**src/rtl/aud_ser_rx_pkg.sv**
```systemverilog
package aud_ser_rx_pkg;

    localparam int MAX_W = 32;
    localparam int CNT_W = $clog2(MAX_W + 1);

    typedef enum logic [1:0] {
        LEN_16  = 2'b00,
        LEN_24  = 2'b01,
        LEN_32  = 2'b10,
        LEN_32X = 2'b11
    } len_sel_e;

    typedef struct packed {
        logic             active;
        logic             pend;
        logic             f_last;
        logic [CNT_W-1:0] cnt;
        logic [MAX_W-1:0] sh;
        logic             chan;
        logic [MAX_W-1:0] out;
        logic             out_chan;
        logic             vld;
    } core_st_t;

    function automatic logic [CNT_W-1:0] len_bits(input logic [1:0] sel);
        case (len_sel_e'(sel))
            LEN_16:  len_bits = CNT_W'(16);
            LEN_24:  len_bits = CNT_W'(24);
            default: len_bits = CNT_W'(MAX_W);
        endcase
    endfunction

endpackage

```
**src/rtl/aud_ser_sync.sv**
```systemverilog
module aud_ser_sync #(
    parameter int WIDTH  = 3,
    parameter int STAGES = 2
) (
    input  logic             clk,
    input  logic             rst_n,
    input  logic [WIDTH-1:0] din,
    output logic [WIDTH-1:0] dout
);

    for (genvar s = 0; s < STAGES; s++) begin : g_stg
        logic [WIDTH-1:0] stage_q;
        if (s == 0) begin : g_first
            always_ff @(posedge clk) begin
                if (!rst_n) stage_q <= '0;
                else        stage_q <= din;
            end
        end else begin : g_next
            always_ff @(posedge clk) begin
                if (!rst_n) stage_q <= '0;
                else        stage_q <= g_stg[s-1].stage_q;
            end
        end
    end

    assign dout = g_stg[STAGES-1].stage_q;

endmodule

```
**src/rtl/aud_ser_edge.sv**
```systemverilog
module aud_ser_edge (
    input  logic clk,
    input  logic rst_n,
    input  logic bclk_s,
    input  logic fall_sel,
    output logic samp
);

    logic prev_d, prev_q;

    always_comb begin
        prev_d = bclk_s;
        if (fall_sel) samp = prev_q & ~bclk_s;
        else          samp = ~prev_q & bclk_s;
    end

    always_ff @(posedge clk) begin
        if (!rst_n) prev_q <= 1'b0;
        else        prev_q <= prev_d;
    end

endmodule

```
**src/rtl/aud_ser_shift.sv**
```systemverilog
module aud_ser_shift
    import aud_ser_rx_pkg::*;
(
    input  logic             clk,
    input  logic             rst_n,
    input  logic             samp,
    input  logic             d_s,
    input  logic             f_s,
    input  logic [1:0]       cfg_len,
    input  logic             cfg_delay,
    input  logic             cfg_swap,
    output logic [MAX_W-1:0] word_data,
    output logic             word_chan,
    output logic             word_valid
);

    core_st_t st_d, st_q;
    logic     fchg;
    logic     start;

    always_comb begin
        st_d     = st_q;
        st_d.vld = 1'b0;
        fchg     = f_s ^ st_q.f_last;
        start    = cfg_delay ? st_q.pend : fchg;
        if (samp) begin
            st_d.f_last = f_s;
            st_d.pend   = fchg;
            if (start) begin
                // A new word restarts capture whatever was in progress
                st_d.active = 1'b1;
                st_d.cnt    = CNT_W'(1);
                st_d.sh     = {{(MAX_W-1){1'b0}}, d_s};
                st_d.chan   = f_s ^ cfg_swap;
            end else if (st_q.active) begin
                st_d.sh  = {st_q.sh[MAX_W-2:0], d_s};
                st_d.cnt = st_q.cnt + CNT_W'(1);
            end
            if (st_d.active && (st_d.cnt == len_bits(cfg_len))) begin
                st_d.out      = st_d.sh;
                st_d.out_chan = st_d.chan;
                st_d.vld      = 1'b1;
                st_d.active   = 1'b0;
            end
        end
    end

    always_ff @(posedge clk) begin
        if (!rst_n) st_q <= '0;
        else        st_q <= st_d;
    end

    assign word_data  = st_q.out;
    assign word_chan  = st_q.out_chan;
    assign word_valid = st_q.vld;

endmodule

```
**src/rtl/aud_ser_rx.sv**
```systemverilog
module aud_ser_rx
    import aud_ser_rx_pkg::*;
#(
    parameter int SYNC_STAGES = 2
) (
    input  logic        clk,
    input  logic        rst_n,
    input  logic        bclk_in,
    input  logic        fclk_in,
    input  logic        sdata_in,
    input  logic [1:0]  cfg_len,
    input  logic        cfg_fall_edge,
    input  logic        cfg_delay,
    input  logic        cfg_swap,
    output logic [31:0] word_data,
    output logic        word_chan,
    output logic        word_valid
);

    localparam int NUM_IN = 3;

    logic [NUM_IN-1:0] raw_in;
    logic [NUM_IN-1:0] sync_in;
    logic              samp_stb;

    assign raw_in = {bclk_in, fclk_in, sdata_in};

    aud_ser_sync #(.WIDTH(NUM_IN), .STAGES(SYNC_STAGES)) u_sync (
        .clk  (clk),
        .rst_n(rst_n),
        .din  (raw_in),
        .dout (sync_in)
    );

    aud_ser_edge u_edge (
        .clk     (clk),
        .rst_n   (rst_n),
        .bclk_s  (sync_in[2]),
        .fall_sel(cfg_fall_edge),
        .samp    (samp_stb)
    );

    aud_ser_shift u_shift (
        .clk       (clk),
        .rst_n     (rst_n),
        .samp      (samp_stb),
        .d_s       (sync_in[0]),
        .f_s       (sync_in[1]),
        .cfg_len   (cfg_len),
        .cfg_delay (cfg_delay),
        .cfg_swap  (cfg_swap),
        .word_data (word_data),
        .word_chan (word_chan),
        .word_valid(word_valid)
    );

endmodule

```
**config.mk**
```make
export PLATFORM = sky130hd
export DESIGN_NAME = aud_ser_rx
export DESIGN_NICKNAME = d
export VERILOG_FILES = /design/src/rtl/aud_ser_rx_pkg.sv /design/src/rtl/aud_ser_sync.sv /design/src/rtl/aud_ser_edge.sv /design/src/rtl/aud_ser_shift.sv /design/src/rtl/aud_ser_rx.sv
export SDC_FILE = /design/constraint.sdc
export NUM_CORES = 1
export LEC_CHECK = 0
export ABC_AREA = 1
export BUFFER_PORTS_ARGS = -buffer_cell sky130_fd_sc_hd__buf_2
export CAP_MARGIN = 5
export CORE_MARGIN = 2
export CORE_UTILIZATION = 40
export CTS_CLUSTER_DIAMETER = 60
export DETAILED_ROUTE_END_ITERATION = 8
export PLACE_DENSITY = 0.59
export SETUP_SLACK_MARGIN = 0.5
export SYNTH_ARGS = -nofsm -noshare
export SYNTH_HDL_FRONTEND = slang
export SYNTH_SLANG_ARGS = --single-unit
```
**constraint.sdc**
```tcl
create_clock -name clk -period 2.38 [get_ports clk]
set_input_delay 0.595 -clock clk [delete_from_list [all_inputs] [get_ports clk]]
set_output_delay 0.595 -clock clk [all_outputs]
set_load 0.005 [all_outputs]
```
==> results of run 1 <==
-- routing by layer --
| layer | vias up | part of all wire (%) | wire, µm | global-route usage, % |
|---|---|---|---|---|
| met5 | - | 0 | 0 | 0 |
| met4 | 0 | 1.5 | 132 | 6.11 |
| met3 | 11 | 3.8 | 333 | 3.00 |
| met2 | 64 | 43 | 3750 | 26.2 |
| met1 | 1610 | 52 | 4500 | 21.0 |
| li1 | 1931 | - | - | - |
-- power by group through the flow --
stage | registers [µW] | logic (µW) | clock network (µW)
floorplan | 1480 | 183 | 0
global placement | 1480 | 240 | 0
detailed placement | 1480 | 246 | 0
CTS | 1450 | 247 | 1060
global route | 1450 | 295 | 1110
finish | 1450 | 260 | 1020
-- final timing paths --
| check | startpoint | depth (start not counted) | slack [ps] | end |
|---|---|---|---|---|
| worst max-delay path | u_shift.st_q[67] | 9 | 610 | u_shift.word_data[12] |
| worst min-delay path | bclk_in | 3 | 420 | u_sync.g_stg[0].stage_q[2] |
| worst max register to register | u_shift.st_q[67] | 9 | 610 | u_shift.word_data[12] |
| worst min register to register | u_sync.g_stg[0].stage_q[2] | 2 | 420 | u_sync.dout[2] |
-- registers in the layout (all words and copies together), names as in the netlist --
name / count
u_shift.word_valid: 1
u_shift.word_chan: 1
u_edge.prev_q: 1
u_sync.dout: 3
u_shift.st_q: 42
u_shift.word_data: 32
u_sync.g_stg.stage_q: 3
-- placed cells by master (no fill, tap or decap), types with 3 or more instances in the layout --
cell type / instances
nand2_2: 4
a21oi_1: 38
buf_6: 3
clkbuf_8: 10
inv_2: 3
inv_1: 98
buf_4: 14
dfxtp_1: 78
nor2_1: 46
o21ai_0: 64
nand4_1: 25
buf_2: 43
nand3_1: 5
nor2_2: 3
nand2_1: 178
dfxtp_2: 3
-- stage by stage --
stage / cells / worst slack [ps]
after global placement: 760 / 254
after detailed placement: 760 / 165
final: 780 / 612
after CTS: 776 / 514
after global routing: 780 / 480
after floorplan: 636 / 503
-- critical path: cells and delay by family (launching register included) --
kind | cells | cell delay (ps)
adders and majority gates | 1 | 290
DFF | 1 | 370
and+or+nand+nor | 6 | 630
buffers and inverters | 1 | 180
AOI/OAI and AO/OA | 1 | 190
-- final cells by class --
type / instances / area, µm²
well taps: 136 / 170
clock buffers: 12 / 145
fillers: 1095 / 5670
inverters: 102 / 385
repair buffers: 62 / 389
clock inverters: 4 / 50.0
multi-input cells: 381 / 1740
flip-flops and latches: 83 / 1670
-- cells by family after synthesis --
kind of cell               after synthesis  synth area share, %
and+or+nand+nor                        269                 27.0
AOI/OAI and AO/OA                      108                 13.2
buffers and inverters                  172                 19.2
xor gates and xnor gates                 3                0.628
DFF                                     83                 39.7
adders and majority gates                1                0.299
-- timing repair --
item	in CTS	in global routing
setup endpoints to repair	8	35
gates resized for setup	3	17
pin swaps	0	1
gates cloned	0	0
setup buffers	0	4
==> qor.csv, run 1 <==
stage,metric,value,unit
critical_path,WP data required,2630,ps
pwr,Seq pwr share,53.1,%
timing,Slew headroom,71.6,%
logic_synthesis,Post-synth top cells,"nand2_1, inv_1, dfxtp_1",
timing,fin crit period,1770,ps
pwr,fraction of power consumed by the clock network,37.4,%
critical_path,"Max stage delay cell, worst path",dfxtp_4,
clock_tree,Max H-tree Level,3,
layout,Layout Utilization,44.5,%
pwr,Pwr Total,2730,µW
logic_synthesis,top-count cell post-synth,nand2_1,
critical_path,Crit path top cell by count,nor2_1,
critical_path,CP arrival,2020,ps
floorplanning,core area,10200,µm²
logic_synthesis,syn nets,647,
timing,Worst Skew,11.5,ps
floorplanning,io pins,44,
route,Via-to-Cell Ratio,4.64,
floorplanning,Die ar.,11300,µm²
pwr,Internal Power,2030,µW
route,drt pass-1 iters,4,
placed_design,Port Buffers,43,
route,via count,3616,
route,1st-iter DRT viols,175,
layout,Area Growth Syn to Fin,8.91,%
logic_synthesis,Synth cell types,29,
logic_synthesis,commonest register cell after synthesis,dfxtp_1,
timing,worst-margin pin slew,426,ps
pwr,Net Sw Power,703,µW
logic_synthesis,Cells after Synth,636,
clock_tree,CTS tree,yes,
pwr,Pleak,0.00220,µW
logic_synthesis,Ys Warns,0,
route,"antenna viol nets, final",0,
grt,vias in the first global route,3237,
floorplanning,site row count,37,
layout,ant diodes,0,
logic_synthesis,"area leader, netlist",dfxtp_1,
logic_synthesis,Post-Syn Area,4180,µm²
route,Avg WL per Cell,11.2,µm
logic_synthesis,#FFs+latches synth,83,
critical_path,cells along the critical path,"ha_1, nand2_1, a21boi_2, nand4_2, nor2_4, nand3_4, buf_6, nor2_1, nor2_1",
floorplanning,die outline height,106,µm
timing,final hold violation count,0,
timing,Setup Total Neg Slack,0,ps
placed_design,hpwl dp,5630,µm
clock_tree,deepest clock path buffer count,2,
critical_path,critical path peak fanout,26,
pwr,peak supply drop,0.000294,V
clock_tree,Root Driver,clkbuf_8,
layout,share of cells above drive strength 1,15.5,%
grt,pin count of the biggest net entering global routing,79,
timing,RSZ-0062 raised after global routing,yes,
clock_tree,hold_buf cts,0,
critical_path,CP Class,flop to flop,
timing,Final Max Tran Viols,0,
timing,Fmax,566,MHz
logic_synthesis,Synth Area per Inst,6.58,µm²
clock_tree,clock latency on the worst-skew pair,350,ps
grt,total congestion overflow,0,
worst_hold_path,Hold Path Class,input port to flop,
flow_run,max-cap violations,0,
pwr,Combinational Power Share,9.5,%
logic_synthesis,synth top area cells,"dfxtp_1, nand2_1, inv_1",
route,Total Wirelength,8710,µm
floorplanning,Initial Util,40.9,%
logic_synthesis,fraction of registers with async set/reset,0,%
logic_synthesis,Post-synth EDFFs,0,
critical_path,Startpoint Class,flop,
layout,"Design Area, Final",4560,µm²
grt,initial antenna violation count,0,
outcome,outcome,finished clean,
logic_synthesis,Synth top area share,39.7,%
logic_synthesis,sequential element share of the synthesized area,39.7,%
placed_design,GP Congestion,0.832,
pwr,switching share of total power,25.7,%
pwr,pwr dens,600,nW/µm²
floorplanning,die width,106,µm
critical_path,Worst path max stage delay,370,ps
clock_tree,Clock Sink Count,83,
clock_tree,clock-pin slew on the worst setup and hold paths,80,ps
grt,first-pass GRT wire length,14800,µm
critical_path,Worst Setup End Kind,flop,
grt,global-route usage over all layers,16.0,%
timing,Tcrit/Tclk final,74.3,%
layout,fin nets,650,
timing,worst hold margin,416,ps
clock_tree,CTS Buf Count,9,
route,Post-route DRC,0,
timing,final setup vio count,0,
placed_design,Placed Area,4280,µm²
(Power assumes the default switching activity.)
==> inputs of run 2 (changes only) <==
--- a/config.mk
+++ b/config.mk
@@ -5,7 +5,7 @@
 export SDC_FILE = /design/constraint.sdc
 export NUM_CORES = 1
 export LEC_CHECK = 0
-export ABC_AREA = 1
+export ABC_AREA = 0
 export BUFFER_PORTS_ARGS = -buffer_cell sky130_fd_sc_hd__buf_2
 export CAP_MARGIN = 5
 export CORE_MARGIN = 2
==> constraint.sdc (replaced) <==
create_clock -name clk -period 1.8 [get_ports clk]
set_input_delay 0.45 -clock clk [delete_from_list [all_inputs] [get_ports clk]]
set_output_delay 0.45 -clock clk [all_outputs]
set_load 0.005 [all_outputs]
==> run 2 against run 1 <==
  * The flow now finishes with violations (setup timing)
  * Final area grew 18%
  * Sequential power grew 28%
  * First-iteration DRC count shrank 48%
  * Worst setup slack lost 720 ps
  * Sequential share of layout area shrank 5.3 points
  * Via count shrank 7.0%
  * Routed wire length grew 14%
  * Worst hold slack lost 120 ps
==> qor.csv, run 2 <==
stage,metric,value,unit
clock_tree,hold_buf cts,0,
critical_path,worst r2r path cells,9,
logic_synthesis,Post-synth top cells,"nand2_1, dfxtp_1, mux2i_1",
critical_path,Startpoint Class,flop,
placed_design,hpwl dp,5470,µm
floorplanning,Initial Util,41.5,%
clock_tree,Root Driver,clkbuf_8,
layout,ant diodes,0,
grt,GR peak layer,met2,
clock_tree,Clock Sink Count,83,
flow_run,max-cap violations,0,
timing,Final Max Tran Viols,0,
critical_path,CP arrival,2150,ps
clock_tree,CTS tree,yes,
timing,final setup vio count,33,
route,Total Wirelength,9950,µm
route,Post-route DRC,0,
logic_synthesis,Cells after Synth,485,
grt,first-pass GRT wire length,15500,µm
layout,max reg flops,42,
grt,initial antenna violation count,0,
route,via count,3362,
logic_synthesis,Synth Area per Inst,8.43,µm²
floorplanning,core area,9860,µm²
logic_synthesis,fraction of registers with async set/reset,0,%
critical_path,Worst path max stage delay,380,ps
outcome,outcome,"finished, violations left",
timing,final hold violation count,0,
route,"antenna viol nets, final",0,
logic_synthesis,sequential element share of the synthesized area,40.6,%
timing,Worst Skew,8.71,ps
timing,worst-margin pin slew,395,ps
timing,Tcrit/Tclk final,106,%
clock_tree,clock-pin slew on the worst setup and hold paths,80,ps
logic_synthesis,synth top area cells,"dfxtp_1, mux2i_1, nand2_1",
floorplanning,site row count,36,
logic_synthesis,top-count cell post-synth,nand2_1,
layout,fillcell total,905,
placed_design,Port Buffers,43,
timing,"crit path setup slack, layout",-109,ps
timing,RSZ-0062 raised after global routing,yes,
critical_path,critical path peak fanout,8,
timing,Slew headroom,73.7,%
route,drt pass-1 iters,5,
logic_synthesis,Synth top area share,40.6,%
floorplanning,die outline height,105,µm
critical_path,CP startpoint,u_shift.st_q[68],
grt,vias in the first global route,3269,
critical_path,Setup crit end,u_shift.word_data[8],
logic_synthesis,"area leader, netlist",dfxtp_1,
layout,fin nets,537,
grt,met2 Usage GRT,29.8,%
clock_tree,deepest clock path buffer count,2,
logic_synthesis,Synth cell types,44,
timing,fin crit period,1910,ps
floorplanning,Die ar.,11100,µm²
placed_design,GP Congestion,0.761,
critical_path,worst reg2reg path startpoint,u_shift.st_q[68],
route,Avg WL per Cell,15.0,µm
critical_path,cells along the critical path,"ha_4, buf_6, xor2_1, nor3_1, o211a_1, o211ai_4, buf_4, clkbuf_16, mux2i_1",
clock_tree,clock latency on the worst-skew pair,350,ps
grt,global-route usage over all layers,17.4,%
grt,total congestion overflow,0,
floorplanning,io pins,44,
layout,Sequential Area,1690,µm²
grt,met3 GRT Util,3.31,%
clock_tree,Max H-tree Level,3,
layout,Area Growth Syn to Fin,31.6,%
critical_path,RR Endpoint,u_shift.word_data[8],
grt,routing usage on met1,21.4,%
clock_tree,CTS Buf Count,9,
layout,share of cells above drive strength 1,38.6,%
grt,pin count of the biggest net entering global routing,39,
critical_path,R2R setup slack,-110,ps
critical_path,CP Class,flop to flop,
critical_path,WP data required,2050,ps
logic_synthesis,commonest register cell after synthesis,dfxtp_1,
critical_path,"Max stage delay cell, worst path",dfxtp_4,
logic_synthesis,syn nets,496,
pwr,Pwr Total,3500,µW
route,1st-iter DRT viols,91,
logic_synthesis,Post-synth EDFFs,0,
critical_path,Worst Setup End Kind,flop,
logic_synthesis,Post-Syn Area,4090,µm²
worst_hold_path,Hold Path Class,input port to flop,
layout,Largest Register,u_shift.st_q,
route,Via-to-Cell Ratio,5.06,
layout,Layout Utilization,54.6,%
pwr,peak supply drop,0.000412,V
floorplanning,die width,105,µm
layout,most frequent cells in the layout,"nand2_1, dfxtp_1, mux2i_1",
logic_synthesis,Ys Warns,0,
pwr,pwr dens,650,nW/µm²
outcome,failing checks,setup timing,
layout,"most common cell after layout, fill and taps aside",nand2_1,
timing,Fmax,524,MHz
layout,Multi-input gate area,2420,µm²
logic_synthesis,#FFs+latches synth,83,
pwr,Pleak,0.00210,µW
[run 2: layer usage]
layer	vias up	wire, µm
met5	-	0
met4	0	192
met3	17	360
met2	77	4880
met1	1610	4520
li1	1658	-
[run 2: power breakdown]
| group | leakage [µW] | switching (µW) | internal, µW | total, µW |
|---|---|---|---|---|
| clock network | 0.000101 | 670 | 681 | 1350 |
| logic | 0.00132 | 170 | 127 | 298 |
| registers | 0.000678 | 8.61 | 1840 | 1850 |
| total | 0.00210 | 849 | 2650 | 3500 |
[run 2: through the flow]
| step | area (µm²) | hold WS [ps] | std cells | setup TNS (ps) | worst slack (ps) |
|---|---|---|---|---|---|
| floorplan | 4460 | 412 | 485 | 0 | 72.0 |
| global placement | 4480 | 414 | 617 | 0 | 37.3 |
| detailed placement | 4480 | 421 | 617 | -105 | -43.0 |
| CTS | 5090 | 279 | 652 | -167 | -22.7 |
| global route | 5380 | 288 | 664 | -3900 | -170 |
| finish | 5380 | 297 | 664 | -2430 | -109 |
[run 2: worst max-delay path: cells and delay by family, from the launching register on]
kind / cells / cell delay (ps)
adder cells (fa/ha/maj): 1 / 160
AO/OA/AOI/OAI: 2 / 350
flip-flops: 1 / 380
AND/OR/NAND/NOR: 1 / 200
XOR/XNOR: 1 / 130
multiplexers: 1 / 120
buffers and inverters: 3 / 450
[run 2: area by class of cell]
| type | count | area share [%] |
|---|---|---|
| Multi-Input combinational cell | 335 | 45.0 |
| Sequential cell | 83 | 31.4 |
| Timing Repair Buffer | 95 | 16.7 |
| Tap cell | 133 | 3.09 |
| Clock buffer | 12 | 2.70 |
| Clock inverter | 4 | 0.907 |
| Inverter | 2 | 0.140 |
[run 2: logic make-up (layout without fill, tap and decap cells)]
logic type	count (synthesis)	in the layout	synth area share, %
adders and majority gates	1	1	0.306
DFF	83	83	40.6
AOI/OAI and AO/OA	60	60	8.69
muxes	68	69	16.8
and+or+nand+nor	200	200	20.5
buffers and inverters	68	113	11.7
xor gates and xnor gates	5	5	1.41
[run 2: timing repair]
item | in CTS | in global routing
gates cloned | 7 | 4
resized for setup | 36 | 42
buffers inserted | 12 | 8
setup endpoints to repair | 77 | 82
pin swaps | 23 | 43
[run 2: worst min path at each step]
stage	start	slack, ps	depth (start not counted)	endpoint
global placement	u_sync.g_stg[0].stage_q[2]	410	1	u_sync.dout[2]
detailed placement	u_sync.g_stg[0].stage_q[1]	420	1	u_sync.dout[1]
CTS	bclk_in	280	2	u_sync.g_stg[0].stage_q[2]
finish	bclk_in	300	2	u_sync.g_stg[0].stage_q[2]
floorplan	u_sync.g_stg[0].stage_q[0]	410	1	u_sync.dout[0]
global route	fclk_in	290	2	u_sync.g_stg[0].stage_q[1]
